<file path="src/rtl/cpu8_pkg.sv">
package cpu8_pkg;
  localparam int DATA_W  = 8;
  localparam int PC_W    = 8;
  localparam int INSTR_W = 16;
  localparam int NREG    = 4;
  localparam int RAW     = $clog2(NREG);

  typedef enum logic [3:0] {
    OP_NOOP = 4'h0,
    OP_LDI  = 4'h3,
    OP_ADDI = 4'h5,
    OP_SUB  = 4'h6,
    OP_LD   = 4'h8,
    OP_LDX  = 4'h9,
    OP_STX  = 4'hB,
    OP_CMP  = 4'hD,
    OP_JMP  = 4'hE,
    OP_BR   = 4'hF
  } op_e;

  localparam logic [1:0] COND_GE = 2'b11;

  typedef enum logic [1:0] {WB_IMM, WB_ALU, WB_MEM} wb_sel_e;

  typedef struct packed {
    logic n;
    logic v;
  } flags_t;

  typedef struct packed {
    logic    rf_we;
    wb_sel_e wb_sel;
    logic    flags_we;
    logic    alu_sub;
    logic    alu_b_imm;
    logic    mem_we;
    logic    mem_idx;
    logic    jump;
    logic    branch;
  } ctrl_t;
endpackage

</file>
<file path="src/rtl/cpu8_alu.sv">
module cpu8_alu
  import cpu8_pkg::*;
#(
  parameter int W = DATA_W
) (
  input  logic [W-1:0] a_i,
  input  logic [W-1:0] b_i,
  input  logic         sub_i,
  output logic [W-1:0] y_o,
  output flags_t       flags_o
);
  logic [W-1:0] b_eff;
  logic         sign_clash;

  always_comb begin
    b_eff = sub_i ? ~b_i : b_i;
    y_o   = a_i + b_eff + W'(sub_i);
    // overflow when operands agree in sign (after inversion) and result does not
    sign_clash = (a_i[W-1] == b_eff[W-1]) && (y_o[W-1] != a_i[W-1]);
    flags_o.n = y_o[W-1];
    flags_o.v = sign_clash;
  end
endmodule

</file>
<file path="src/rtl/cpu8_decode.sv">
module cpu8_decode
  import cpu8_pkg::*;
(
  input  logic [INSTR_W-1:0] instr_i,
  output ctrl_t              ctrl_o,
  output logic [RAW-1:0]     ra_o,
  output logic [RAW-1:0]     rb_o,
  output logic [DATA_W-1:0]  imm_o
);
  logic [3:0] op;

  assign op    = instr_i[15:12];
  assign ra_o  = instr_i[11:10];
  assign rb_o  = instr_i[9:8];
  assign imm_o = instr_i[7:0];

  always_comb begin
    ctrl_o = '0;
    ctrl_o.wb_sel = WB_IMM;
    case (op)
      OP_LDI: ctrl_o.rf_we = 1'b1;
      OP_ADDI: begin
        ctrl_o.rf_we     = 1'b1;
        ctrl_o.wb_sel    = WB_ALU;
        ctrl_o.flags_we  = 1'b1;
        ctrl_o.alu_b_imm = 1'b1;
      end
      OP_SUB: begin
        ctrl_o.rf_we    = 1'b1;
        ctrl_o.wb_sel   = WB_ALU;
        ctrl_o.flags_we = 1'b1;
        ctrl_o.alu_sub  = 1'b1;
      end
      OP_CMP: begin
        ctrl_o.flags_we = 1'b1;
        ctrl_o.alu_sub  = 1'b1;
      end
      OP_LD: begin
        ctrl_o.rf_we  = 1'b1;
        ctrl_o.wb_sel = WB_MEM;
      end
      OP_LDX: begin
        ctrl_o.rf_we   = 1'b1;
        ctrl_o.wb_sel  = WB_MEM;
        ctrl_o.mem_idx = 1'b1;
      end
      OP_STX: begin
        ctrl_o.mem_we  = 1'b1;
        ctrl_o.mem_idx = 1'b1;
      end
      OP_JMP: ctrl_o.jump = 1'b1;
      OP_BR:  ctrl_o.branch = 1'b1;
      default: ;
    endcase
  end
endmodule

</file>
<file path="src/rtl/cpu8_regfile.sv">
module cpu8_regfile
  import cpu8_pkg::*;
#(
  parameter int W = DATA_W,
  parameter int N = NREG,
  localparam int AW = $clog2(N)
) (
  input  logic                clk_i,
  input  logic                rst_ni,
  input  logic                we_i,
  input  logic [AW-1:0]       waddr_i,
  input  logic [W-1:0]        wdata_i,
  input  logic [AW-1:0]       raddr_a_i,
  input  logic [AW-1:0]       raddr_b_i,
  output logic [W-1:0]        rdata_a_o,
  output logic [W-1:0]        rdata_b_o,
  output logic [N-1:0][W-1:0] tap_o
);
  for (genvar g = 0; g < N; g++) begin : g_reg
    logic [W-1:0] r_q;
    always_ff @(posedge clk_i or negedge rst_ni) begin
      if (!rst_ni) r_q <= '0;
      else if (we_i && waddr_i == AW'(g)) r_q <= wdata_i;
    end
    assign tap_o[g] = r_q;
  end

  assign rdata_a_o = tap_o[raddr_a_i];
  assign rdata_b_o = tap_o[raddr_b_i];
endmodule

</file>
<file path="src/rtl/cpu8_dmem.sv">
module cpu8_dmem
  import cpu8_pkg::*;
#(
  parameter int W     = DATA_W,
  parameter int DEPTH = 16,
  parameter int TAPS  = 8,
  parameter logic [W-1:0] INIT [DEPTH] = '{default: '0},
  localparam int AW = $clog2(DEPTH)
) (
  input  logic                   clk_i,
  input  logic                   we_i,
  input  logic [AW-1:0]          addr_i,
  input  logic [W-1:0]           wdata_i,
  output logic [W-1:0]           rdata_o,
  output logic [TAPS-1:0][W-1:0] tap_o
);
  logic [W-1:0] mem [DEPTH];

  // contents come from INIT at configuration only; reset leaves them alone
  initial begin
    for (int i = 0; i < DEPTH; i++) mem[i] = INIT[i];
  end

  always_ff @(posedge clk_i) begin
    if (we_i) mem[addr_i] <= wdata_i;
  end

  assign rdata_o = mem[addr_i];

  for (genvar g = 0; g < TAPS; g++) begin : g_tap
    assign tap_o[g] = mem[g];
  end
endmodule

</file>
<file path="src/rtl/cpu8_core.sv">
module cpu8_core
  import cpu8_pkg::*;
#(
  parameter int CODE_DEPTH = 32,
  parameter int DMEM_DEPTH = 16,
  parameter int TAP_WORDS  = 8,
  parameter logic [INSTR_W-1:0] CODE_INIT [CODE_DEPTH] = '{default: '0},
  parameter logic [DATA_W-1:0]  DATA_INIT [DMEM_DEPTH] = '{default: '0}
) (
  input  logic                             clk_i,
  input  logic                             rst_ni,
  input  logic                             en_i,
  output logic [PC_W-1:0]                  pc_o,
  output logic [NREG-1:0][DATA_W-1:0]      reg_tap_o,
  output logic [TAP_WORDS-1:0][DATA_W-1:0] dmem_tap_o
);
  localparam int CAW = $clog2(CODE_DEPTH);
  localparam int DAW = $clog2(DMEM_DEPTH);

  logic [PC_W-1:0]    pc_q, pc_next;
  logic [INSTR_W-1:0] instr;
  ctrl_t              ctrl;
  logic [RAW-1:0]     ra, rb;
  logic [DATA_W-1:0]  imm;
  logic [DATA_W-1:0]  rdata_a, rdata_b, alu_b, alu_y, mem_rdata, wb_data;
  logic [DAW-1:0]     maddr;
  flags_t             flags_q, alu_flags;
  logic               taken;

  // fetch; past the end of the code store reads as a no-op
  always_comb begin
    instr = '0;
    if ({1'b0, pc_q} < (PC_W + 1)'(CODE_DEPTH)) instr = CODE_INIT[pc_q[CAW-1:0]];
  end

  cpu8_decode u_dec (
    .instr_i(instr),
    .ctrl_o (ctrl),
    .ra_o   (ra),
    .rb_o   (rb),
    .imm_o  (imm)
  );

  cpu8_regfile u_rf (
    .clk_i    (clk_i),
    .rst_ni   (rst_ni),
    .we_i     (en_i && ctrl.rf_we),
    .waddr_i  (ra),
    .wdata_i  (wb_data),
    .raddr_a_i(ra),
    .raddr_b_i(rb),
    .rdata_a_o(rdata_a),
    .rdata_b_o(rdata_b),
    .tap_o    (reg_tap_o)
  );

  assign alu_b = ctrl.alu_b_imm ? imm : rdata_b;

  cpu8_alu u_alu (
    .a_i    (rdata_a),
    .b_i    (alu_b),
    .sub_i  (ctrl.alu_sub),
    .y_o    (alu_y),
    .flags_o(alu_flags)
  );

  // 8-bit sum, then the low bits select the word
  assign maddr = DAW'(imm + (ctrl.mem_idx ? rdata_b : '0));

  cpu8_dmem #(
    .DEPTH(DMEM_DEPTH),
    .TAPS (TAP_WORDS),
    .INIT (DATA_INIT)
  ) u_dmem (
    .clk_i  (clk_i),
    .we_i   (en_i && ctrl.mem_we),
    .addr_i (maddr),
    .wdata_i(rdata_a),
    .rdata_o(mem_rdata),
    .tap_o  (dmem_tap_o)
  );

  always_comb begin
    case (ctrl.wb_sel)
      WB_ALU:  wb_data = alu_y;
      WB_MEM:  wb_data = mem_rdata;
      default: wb_data = imm;
    endcase
  end

  assign taken   = ctrl.jump || (ctrl.branch && rb == COND_GE && flags_q.n == flags_q.v);
  assign pc_next = taken ? pc_q + PC_W'(1) + imm : pc_q + PC_W'(1);

  always_ff @(posedge clk_i or negedge rst_ni) begin
    if (!rst_ni) begin
      pc_q    <= '0;
      flags_q <= '0;
    end else if (en_i) begin
      pc_q <= pc_next;
      if (ctrl.flags_we) flags_q <= alu_flags;
    end
  end

  assign pc_o = pc_q;
endmodule

</file>
<file path="config.mk">
export PLATFORM = sky130hd
export DESIGN_NAME = cpu8_core
export DESIGN_NICKNAME = d
export VERILOG_FILES = /design/src/rtl/cpu8_pkg.sv /design/src/rtl/cpu8_alu.sv /design/src/rtl/cpu8_decode.sv /design/src/rtl/cpu8_regfile.sv /design/src/rtl/cpu8_dmem.sv /design/src/rtl/cpu8_core.sv
export SDC_FILE = /design/constraint.sdc
export NUM_CORES = 1
export LEC_CHECK = 0
export ABC_AREA = 1
export BUFFER_PORTS_ARGS = -buffer_cell sky130_fd_sc_hd__buf_2
export CORE_ASPECT_RATIO = 1.75
export CORE_MARGIN = 8
export CORE_UTILIZATION = 39
export DETAILED_ROUTE_END_ITERATION = 16
export PLACE_DENSITY = 0.88
export SLEW_MARGIN = 20
export SYNTH_ARGS = -nofsm -noshare
export SYNTH_HDL_FRONTEND = slang
export SYNTH_SLANG_ARGS = --single-unit
</file>
<file path="constraint.sdc">
create_clock -name clk_i -period 2 [get_ports clk_i]
set_input_delay 0.1 -clock clk_i [delete_from_list [all_inputs] [get_ports clk_i]]
set_output_delay 0.1 -clock clk_i [all_outputs]
set_load 0.02 [all_outputs]
</file>
Yosys cells after proc, flatten, opt, wreduce, memory -nomap -nowiden

Memory sizes are Yosys's and may differ from the RTL's.
Cells that the tools add are included.

Flip-flop bits (word level): 42
Memory bits (writable): 128
Bits in read-only memories: 512
Input bits: 3
Logic and storage cells: 79
Memories: 2

Memory list:

| memory           | depth | width | read ports | clocked after memory_dff | write ports | line            | RTL |
|---|---|---|---|---|---|---|---|
| (name not given) | 32    | 16    | 1          | 0                        | 0           | cpu8_core.sv:33 | `if ({1'b0, pc_q} < (PC_W + 1)'(CODE_DEPTH)) instr = CODE_INIT[pc_q[CAW-1:0]];` |
| u_dmem.mem       | 16    | 8     | 9          | 0                        | 1           | cpu8_dmem.sv:17 | `logic [W-1:0] mem [DEPTH];` |

$add $sub $neg: 5
$lt $le $gt $ge: 4
Equality and inequality tests: 18
Muxes and demuxes: 23
Bitwise gates (word level): 2
Reductions and logical operators: 18

Operator list:

| operator                                                   | count |
|---|---|
| two-way mux 16 bit                                         | 3 |
| two-way mux 8 bit                                          | 5 |
| binary-select mux 8 bit (select 2 bit)                     | 2 |
| == test 4 bit, second input constant                       | 6 |
| adder 8 bit                                                | 2 |
| case mux 8 bit (2 select lines)                            | 1 |
| two-way mux 1 bit                                          | 10 |
| logical AND 1 bit                                          | 9 |
| adder 8 x 1 -> 8 bit                                       | 1 |
| adder 8 x 1 -> 8 bit, second input constant                | 1 |
| == test 2 bit, second input constant                       | 4 |
| == test 4 x 3 -> 1 bit, second input constant              | 2 |
| less-than comparator 8 x 6 -> 1 bit, second input constant | 1 |
| NOT 8 bit                                                  | 1 |
| OR reduction 2 bit                                         | 4 |
| >= comparator 6 bit, second input constant                 | 1 |
| less-than comparator 2 x 3 -> 1 bit, second input constant | 2 |
| NOT 5 -> 6 bit                                             | 1 |
| OR reduction 5 bit                                         | 1 |
| adder 4 bit                                                | 1 |
| == test 2 x 1 -> 1 bit, second input constant              | 2 |
| == test 4 x 2 -> 1 bit, second input constant              | 1 |
| two-way mux 4 bit                                          | 1 |
| case mux 2 bit (2 select lines)                            | 1 |
| 6 further kinds                                            | 7 |

Longest topological paths before layout

Gate-level depths: netlist of the first run.

Depth after elaboration: 14
Depth in mapped cells: 6
Gate-level depth less buffers: 6

Cells and area by module

From an unflattened synthesis of the first run, not the netlist that was laid out.

Cell total of the unflattened synthesis: 1169
Area total of the unflattened synthesis: 9610.5 um2

Modules (own cells, without submodules):

| module       | instances | cells an instance | area each (um2) | seq. area each (um2) |
|---|---|---|---|---|
| cpu8_dmem    | 1         | 540               | 5432.7          | 3843.7 |
| cpu8_regfile | 1         | 297               | 2054.5          | 800.8 |
| cpu8_core    | 1         | 206               | 1398.8          | 250.2 |
| cpu8_alu     | 1         | 85                | 513.0           | 0.0 |
| cpu8_decode  | 1         | 41                | 211.5           | 0.0 |

Worst setup path before layout of the first run

No wires, ideal clock.

Kind: register to register
Start: register pc_q[0], in the netlist pc_o[0]
End: register pc_q[1], in the netlist pc_o[1]
Arrival: 1.020 ns
Required time: 1.875 ns
Setup slack: 0.855 ns
Stages on the path, launching flop included: 3
Path buffers: 0
Cells stage by stage: dfrtp_1 > ha_1 > mux2_2

Cells in the longest elaborated chain, start to end: 11
Elaborated cells between the ends (all ways): 17
Those cells by class: add/sub: 2; order compare: 1; eq/ne: 3; mux: 6; bitwise: 1; reduce/logical: 3; memory: 1

Ends and longest elaborated chain:

| element                                                                       | line            | RTL |
|---|---|---|
| start: declaration                                                            | cpu8_core.sv:20 | `logic [PC_W-1:0] pc_q, pc_next;` |
| start signal: assignment                                                      | cpu8_core.sv:99 | `pc_q <= pc_next;` |
| parallel branches: the longest is 10 deep, another holds memory (32 x 16 bit) | --              |  |
| two-way mux 8 bit *                                                           | cpu8_core.sv:92 | `assign pc_next = taken ? pc_q + PC_W'(1) + imm : pc_q + PC_W'(1);` |
| named net pc_next[1]                                                          | cpu8_core.sv:20 |  |

Mark *: on every way through the listed nets, which the timed path passes. The select of a mux whose other input is x is not followed.
A chain may end at the register's enable or synchronous reset.

Worst setup path in the final report of the first run

Same ends and word-level chain as after synthesis.

==> out/metrics.yaml, run 1 <==
cells_and_area:
  post_layout_nonfiller_instances: 178
  largest_reg_flops: 8
  fin_nets: 157
  ff_latch_area_um2: 200.2
  stdcell_area_um2: 874.6
  multi_input_area_um2: 520.5
  drive_above_1_share_pct: 10.60
  n_fill_cell: 309
  layout.cells.most_common: "sky130_fd_sc_hd__conb_1"
  antennaDiodeCount: 0
  syn_to_final_growth_pct: -20.75
  mostFrequentLayoutCells: "96 x sky130_fd_sc_hd__conb_1, 16 x sky130_fd_sc_hd__nand2_1, 10 x sky130_fd_sc_hd__buf_2, 8 x sky130_fd_sc_hd__dfrtp_1, 5 x sky130_fd_sc_hd__inv_1"
clock_tree:
  cts_buffer_depth: 2
  cts_tree: "yes"
  inserted_clock_buffers: 3
  cts_hold_buffers: 1
  cts.htree.levels: 1
  clkLatencyLatePin_ps: 220
  clock_sink_count: 8
  post_cts_resized: 0
  clk_root_buffer_cell: "sky130_fd_sc_hd__clkbuf_8"
  clkSlewWorstSetupHoldPaths_ps: 40
  postCtsSetupBuffers: 0
sta:
  fmax_ghz: 0.9234
  setup_viol: 0
  timing.final.crit_share_pct: 54.15
  final_max_slew_viol_count: 0
  hold_violations: 0
  setup-tns-final_ps: 0
  fin_crit_ps: 1083
  unrepaired_setup_endpoints_after_global_routing: "false"
  worst_setup_skew_after_layout_ps: 0.7827
  final_critical_path_setup_slack_ps: 917.1
route:
  overall_via_count_from_detail_route: 549
  drt_first_pass_iters: 2
  finalWirelength_um: 1778
  detail-route-antenna-nets: 0
  drt-wirelength-per-cell_um: 9.989
  vias_per_cell: 3.084
  drt_iter0_drc: 7
  drc: 0
flow_run:
  max_capacitance_violation_total: 0
global_route:
  number_of_antenna_violations_at_the_first_check_in_global_routing: 0
  grt_start_max_net_pins: 9
  via_count_of_the_first_global_routing_pass: 658
  gr-usage-all-layers_pct: 7.031
  overflow: 0
  grt.met2_usage_pct: 10.23
  groute.layer.met1.usage_pct: 6.474
  wire_length_of_the_first_global_routing_pass_um: 2891
  globalRoute.busiestLayer: "met2"
  groute.layer.met3.usage_pct: 6.735
placed_design:
  dp.final_hpwl_um: 1663
  pre_cts_ws_ps: 909.5
  routabilityCongestion: 0.6464
  placed_cell_count: 174
  portBuffers: 10
  placement.cell_area_um2: 823.3
floorplanning:
  row_count: 25
  die_h_um: 86.37
  design.core.area_um2: 2690
  die-width_um: 56.21
  floorplan.die_area_um2: 4855
  start_util_pct: 41.02
  pin_count: 107
critical_path:
  crit_path_max_fanout: 4
  cp-end-kind: "register"
  critPathKind: "register to register"
  worst_setup_path_start_kind: "register"
  worstPathArrival_ps: 1190
  timing.critical_path.required_ps: 2110
yosys:
  postSynthCellCount: 138
  synthDistinctLibCells: 13
  synth.yosys.seq_area_share_pct: 18.14
  synthesis.area_per_instance_um2: 7.997
  synth_area_um2: 1104
  ys_seq_elements: 8
  yosysWarnings: 0
power:
  vdd_ir_drop_max_v: 0.0006279
  power-per-cell-area_nw_per_um2: 1110
  leakagePower_nw: 0.5772
outcome:
  status: "completed"
hold_path:
  worst_hold_path_type: "input port to register"
==> cell usage after synthesis <==
library cell / n / area share (%)
sky130_fd_sc_hd__buf_4: 96 / 65
sky130_fd_sc_hd__nand2_1: 16 / 5.4
sky130_fd_sc_hd__dfrtp_1: 8 / 18
sky130_fd_sc_hd__inv_1: 5 / 1.7
sky130_fd_sc_hd__xor2_1: 4 / 3.2
sky130_fd_sc_hd__nand3b_1: 2 / 1.4
sky130_fd_sc_hd__conb_1: 1 / 0.34
sky130_fd_sc_hd__ha_1: 1 / 1.1
sky130_fd_sc_hd__mux2_2: 1 / 1.0
sky130_fd_sc_hd__nand3_1: 1 / 0.45
sky130_fd_sc_hd__nor2_1: 1 / 0.34
sky130_fd_sc_hd__nor2_2: 1 / 0.57
sky130_fd_sc_hd__nor2_4: 1 / 1.0
==> worst paths after layout <==
| check | start | end | slack [ps] | cells after the start |
|---|---|---|---|---|
| setup / recovery | pc_o[0]$_DFFE_PN0P_ | pc_o[1]$_DFFE_PN0P_ | 920 | 2 |
| hold / removal | en_i | pc_o[0]$_DFFE_PN0P_ | 120 | 2 |
| setup reg to reg | pc_o[0]$_DFFE_PN0P_ | pc_o[1]$_DFFE_PN0P_ | 920 | 2 |
| hold reg to reg | pc_o[6]$_DFFE_PN0P_ | pc_o[6]$_DFFE_PN0P_ | 510 | 2 |
| max in group asynchronous | rst_ni | pc_o[6]$_DFFE_PN0P_ | 1590 | 2 |
| min in group asynchronous | rst_ni | pc_o[1]$_DFFE_PN0P_ | 240 | 2 |
==> metrics by stage <==
| stage | power [mW] | util (%) | hold slack [ps] |
|---|---|---|---|
| floorplan | 0.8063 | - | -195.6 |
| global placement | 0.7584 | 30.60 | -49.24 |
| detailed placement | 0.7791 | 30.60 | -44.47 |
| CTS | 0.9779 | 32.51 | 115.6 |
| global route | 1.059 | 32.51 | 131.3 |
| finish | 0.9705 | 32.51 | 119.4 |
==> metal layers <==
metal / up-vias / part of all wire, % / routed length [um]
met5: - / 0 / 0
met4: 0 / 0.96 / 17
li1: 249 / - / -
met3: 2 / 20 / 364
met2: 66 / 45 / 792
met1: 232 / 34 / 604
==> report_power, final <==
| group | switching (mW) | internal, mW | leakage (nW) |
|---|---|---|---|
| combinational | 0.358 | 0.115 | 0.461 |
| sequential | 0.0766 | 0.231 | 0.0948 |
| clock | 0.0599 | 0.130 | 0.0216 |
==> logic make-up (layout without fill, tap and decap cells) <==
kind of cell	count (synthesis)	count (layout)	synth area share, %
XOR/XNOR	4	4	3.174
adder cells (fa/ha/maj)	1	1	1.134
buffers and inverters	101	19	67.01
flip-flops	8	8	18.14
multiplexers	1	1	1.020
other	1	96	0.3398
AND/OR/NAND/NOR	22	22	9.183
==> critical path: stages (launching register included) <==
cell,delay [ps]
sky130_fd_sc_hd__dfrtp_1,410
sky130_fd_sc_hd__ha_1,300
sky130_fd_sc_hd__mux2_2,260
==> layout make-up <==
| cell class | count | share of cell area, % |
|---|---|---|
| multi-input combinational | 124 | 59.51 |
| sequential | 8 | 22.89 |
| timing repair buffer | 11 | 6.867 |
| clock buffer | 3 | 4.721 |
| tap | 27 | 3.863 |
| inverter | 5 | 2.146 |
No activity file was read; power rests on OpenSTA's default activity.
==> inputs of run 2 (changes only) <==
Settings changed: CORE_UTILIZATION 39 to 37, PLACE_DENSITY 0.88 to 0.84.
Clock period 2 ns to 1.14 ns, I/O delays scaled along.
==> run 2 against run 1 <==
Against the previous run:
- die area up 4.1%
- via count up 2.9%
- fmax down 0.54%
- clock-buffer cell count up 1
- final area up 2.1%
- setup slack worse by 870 ps
==> out/metrics.yaml, run 2 (synthesis results as in run 1) <==
cells_and_area:
  fin_nets: 158  # +0.64%
  multi_input_area_um2: 525.5  # +0.96%
  largest_reg_flops: 8  # unchanged
  syn_to_final_growth_pct: -19.05
  antennaDiodeCount: 0  # unchanged
  ff_latch_area_um2: 201.4  # +0.62%
  n_fill_cell: 323  # +4.5%
  layout.cells.most_common: "sky130_fd_sc_hd__conb_1"
  post_layout_nonfiller_instances: 181  # +1.7%
  drive_above_1_share_pct: 11.76  # +1.2 points
  stdcell_area_um2: 893.4  # +2.1%
  mostFrequentLayoutCells: "96 x sky130_fd_sc_hd__conb_1, 16 x sky130_fd_sc_hd__nand2_1, 10 x sky130_fd_sc_hd__buf_2, 7 x sky130_fd_sc_hd__dfrtp_1, 5 x sky130_fd_sc_hd__inv_1"
sta:
  fmax_ghz: 0.9184  # -0.54%
  final.hold.worst_slack_ps: 47.77  # -71.59 ps
  final_max_slew_viol_count: 0  # unchanged
  worst_setup_skew_after_layout_ps: 3.181  # +2.399 ps
  setup_viol: 0  # unchanged
  fin_crit_ps: 1089  # +5.897 ps
  final_critical_path_setup_slack_ps: 51.17  # -865.9 ps
  unrepaired_setup_endpoints_after_global_routing: "false"
  setup-tns-final_ps: 0  # unchanged
  hold_violations: 0  # unchanged
  timing.final.crit_share_pct: 95.51  # +41 points
clock_tree:
  clock_sink_count: 8  # unchanged
  inserted_clock_buffers: 3  # unchanged
  clkSlewWorstSetupHoldPaths_ps: 40  # about the same
  cts_tree: "yes"
  cts.htree.levels: 1  # unchanged
  clkLatencyLatePin_ps: 230  # about the same
  cts_buffer_depth: 2  # unchanged
  clk_root_buffer_cell: "sky130_fd_sc_hd__clkbuf_8"
placed_design:
  pre_cts_ws_ps: 61.69  # -847.8 ps
  portBuffers: 10  # unchanged
  placed_cell_count: 175  # +0.57%
  placement.cell_area_um2: 825.8  # +0.30%
  dp.final_hpwl_um: 1630  # -1.9%
  routabilityCongestion: 0.7092  # +9.7%
critical_path:
  critPathKind: "register to register"
  worstPathArrival_ps: 1200  # about the same
  timing.critical_path.required_ps: 1260  # -850 ps
  crit-reg2reg-launch: "pc_o[0]$_DFFE_PN0P_"
  startpoint: "pc_o[0]$_DFFE_PN0P_"
  cp-end-kind: "register"
  crit_path_max_fanout: 4  # unchanged
  worst_setup_path_start_kind: "register"
global_route:
  wire_length_of_the_first_global_routing_pass_um: 2394  # -17%
  grt_start_max_net_pins: 9  # unchanged
  number_of_antenna_violations_at_the_first_check_in_global_routing: 0  # unchanged
  via_count_of_the_first_global_routing_pass: 570  # -13%
  gr-usage-all-layers_pct: 5.985  # -1.0 points
  overflow: 0  # unchanged
outcome:
  status: "completed"
route:
  drt_iter0_drc: 1  # -6
  overall_via_count_from_detail_route: 565  # +2.9%
  detail-route-antenna-nets: 0  # unchanged
  drt-wirelength-per-cell_um: 9.790  # -2.0%
  vias_per_cell: 3.122  # +1.2%
  finalWirelength_um: 1772  # -0.34%
  drc: 0  # unchanged
  drt_first_pass_iters: 2  # unchanged
power:
  power.net_switching_uw: 886.8  # +79%
  clkPwrFrac_pct: 20.5  # +0.9 points
  vdd_ir_drop_max_v: 0.001265  # +100%
  cellInternalPower_uw: 877.7  # +84%
  switching_power_share_of_the_total_pct: 50.26  # -0.65 points
  power-per-cell-area_nw_per_um2: 1975  # +78%
  combinationalPowerShare_pct: 49.1  # +0.4 points
  power_frac_seq_pct: 30.4  # -1.3 points
  leakagePower_nw: 0.5825  # +0.92%
flow_run:
  max_capacitance_violation_total: 0  # unchanged
floorplanning:
  pin_count: 107  # unchanged
  design.core.area_um2: 2895  # +7.6%
  floorplan.die_area_um2: 5055  # +4.1%
  die-width_um: 57.29  # +1.9%
  start_util_pct: 38.12  # -2.9 points
  row_count: 26  # +4.0%
  die_h_um: 88.25  # +2.2%
hold_path:
  worst_hold_path_type: "input port to register"
  min_from: "en_i"
==> run 2: repair_timing <==
action	CTS	global route
hold buffers	1	0
endpoints found under the setup margin	0	1
setup buffers	0	1
hold endpoints to repair	8	0
resized for setup	0	1
==> run 2: critical path: stages, from the launching register on <==
cell and delay, ps:
sky130_fd_sc_hd__dfrtp_2 420, sky130_fd_sc_hd__ha_1 290, sky130_fd_sc_hd__mux2_2 260
==> run 2: per-stage QoR <==
stage / util (%) / power, mW
2_1_floorplan: - / 1.419
3_3_place_gp: 28.52 / 1.347
6_report: 30.86 / 1.764
5_1_grt: 30.86 / 1.909
3_5_place_dp: 28.52 / 1.364
4_1_cts: 30.42 / 1.746
==> run 2: path summary, 6_finish.rpt <==
kind                            cells after the start                  end  slack [ps]
worst max-delay path                                2  pc_o[1]$_DFFE_PN0P_          50
worst min-delay path                                2  pc_o[0]$_DFFE_PN0P_          50
worst max register to register                      2  pc_o[1]$_DFFE_PN0P_          50
worst min register to register                      1  pc_o[0]$_DFFE_PN0P_         490
max in group asynchronous                           2  pc_o[0]$_DFFE_PN0P_         760
min in group asynchronous                           2  pc_o[1]$_DFFE_PN0P_         190
==> run 2: power by group through the flow <==
| stage | clock network (mW) | registers [mW] | logic [mW] |
|---|---|---|---|
| 4_1_cts | 0.380 | 0.546 | 0.819 |
| 2_1_floorplan | 0 | 0.673 | 0.746 |
| 3_3_place_gp | 0 | 0.536 | 0.810 |
| 3_5_place_dp | 0 | 0.545 | 0.819 |
| 5_1_grt | 0.391 | 0.556 | 0.962 |
| 6_report | 0.362 | 0.536 | 0.866 |
==> run 2: per-layer routing <==
| metal | share of wire [%] | vias to the layer above | global-route usage [%] |
|---|---|---|---|
| li1 | - | 252 | - |
| met1 | 39 | 238 | 6.045 |
| met2 | 42 | 71 | 8.359 |
| met3 | 18 | 4 | 4.076 |
| met4 | 1.5 | 0 | 4.817 |
| met5 | 0 | - | 0 |
==> run 2: cell type report <==
| cell class | instances | share of cell area [%] |
|---|---|---|
| Clock buffer | 4 | 5.042 |
| Timing Repair Buffer | 12 | 7.563 |
| Sequential cell | 8 | 22.55 |
| Tap cell | 28 | 3.922 |
| Inverter | 5 | 2.101 |
| Multi-Input combinational cell | 124 | 58.82 |
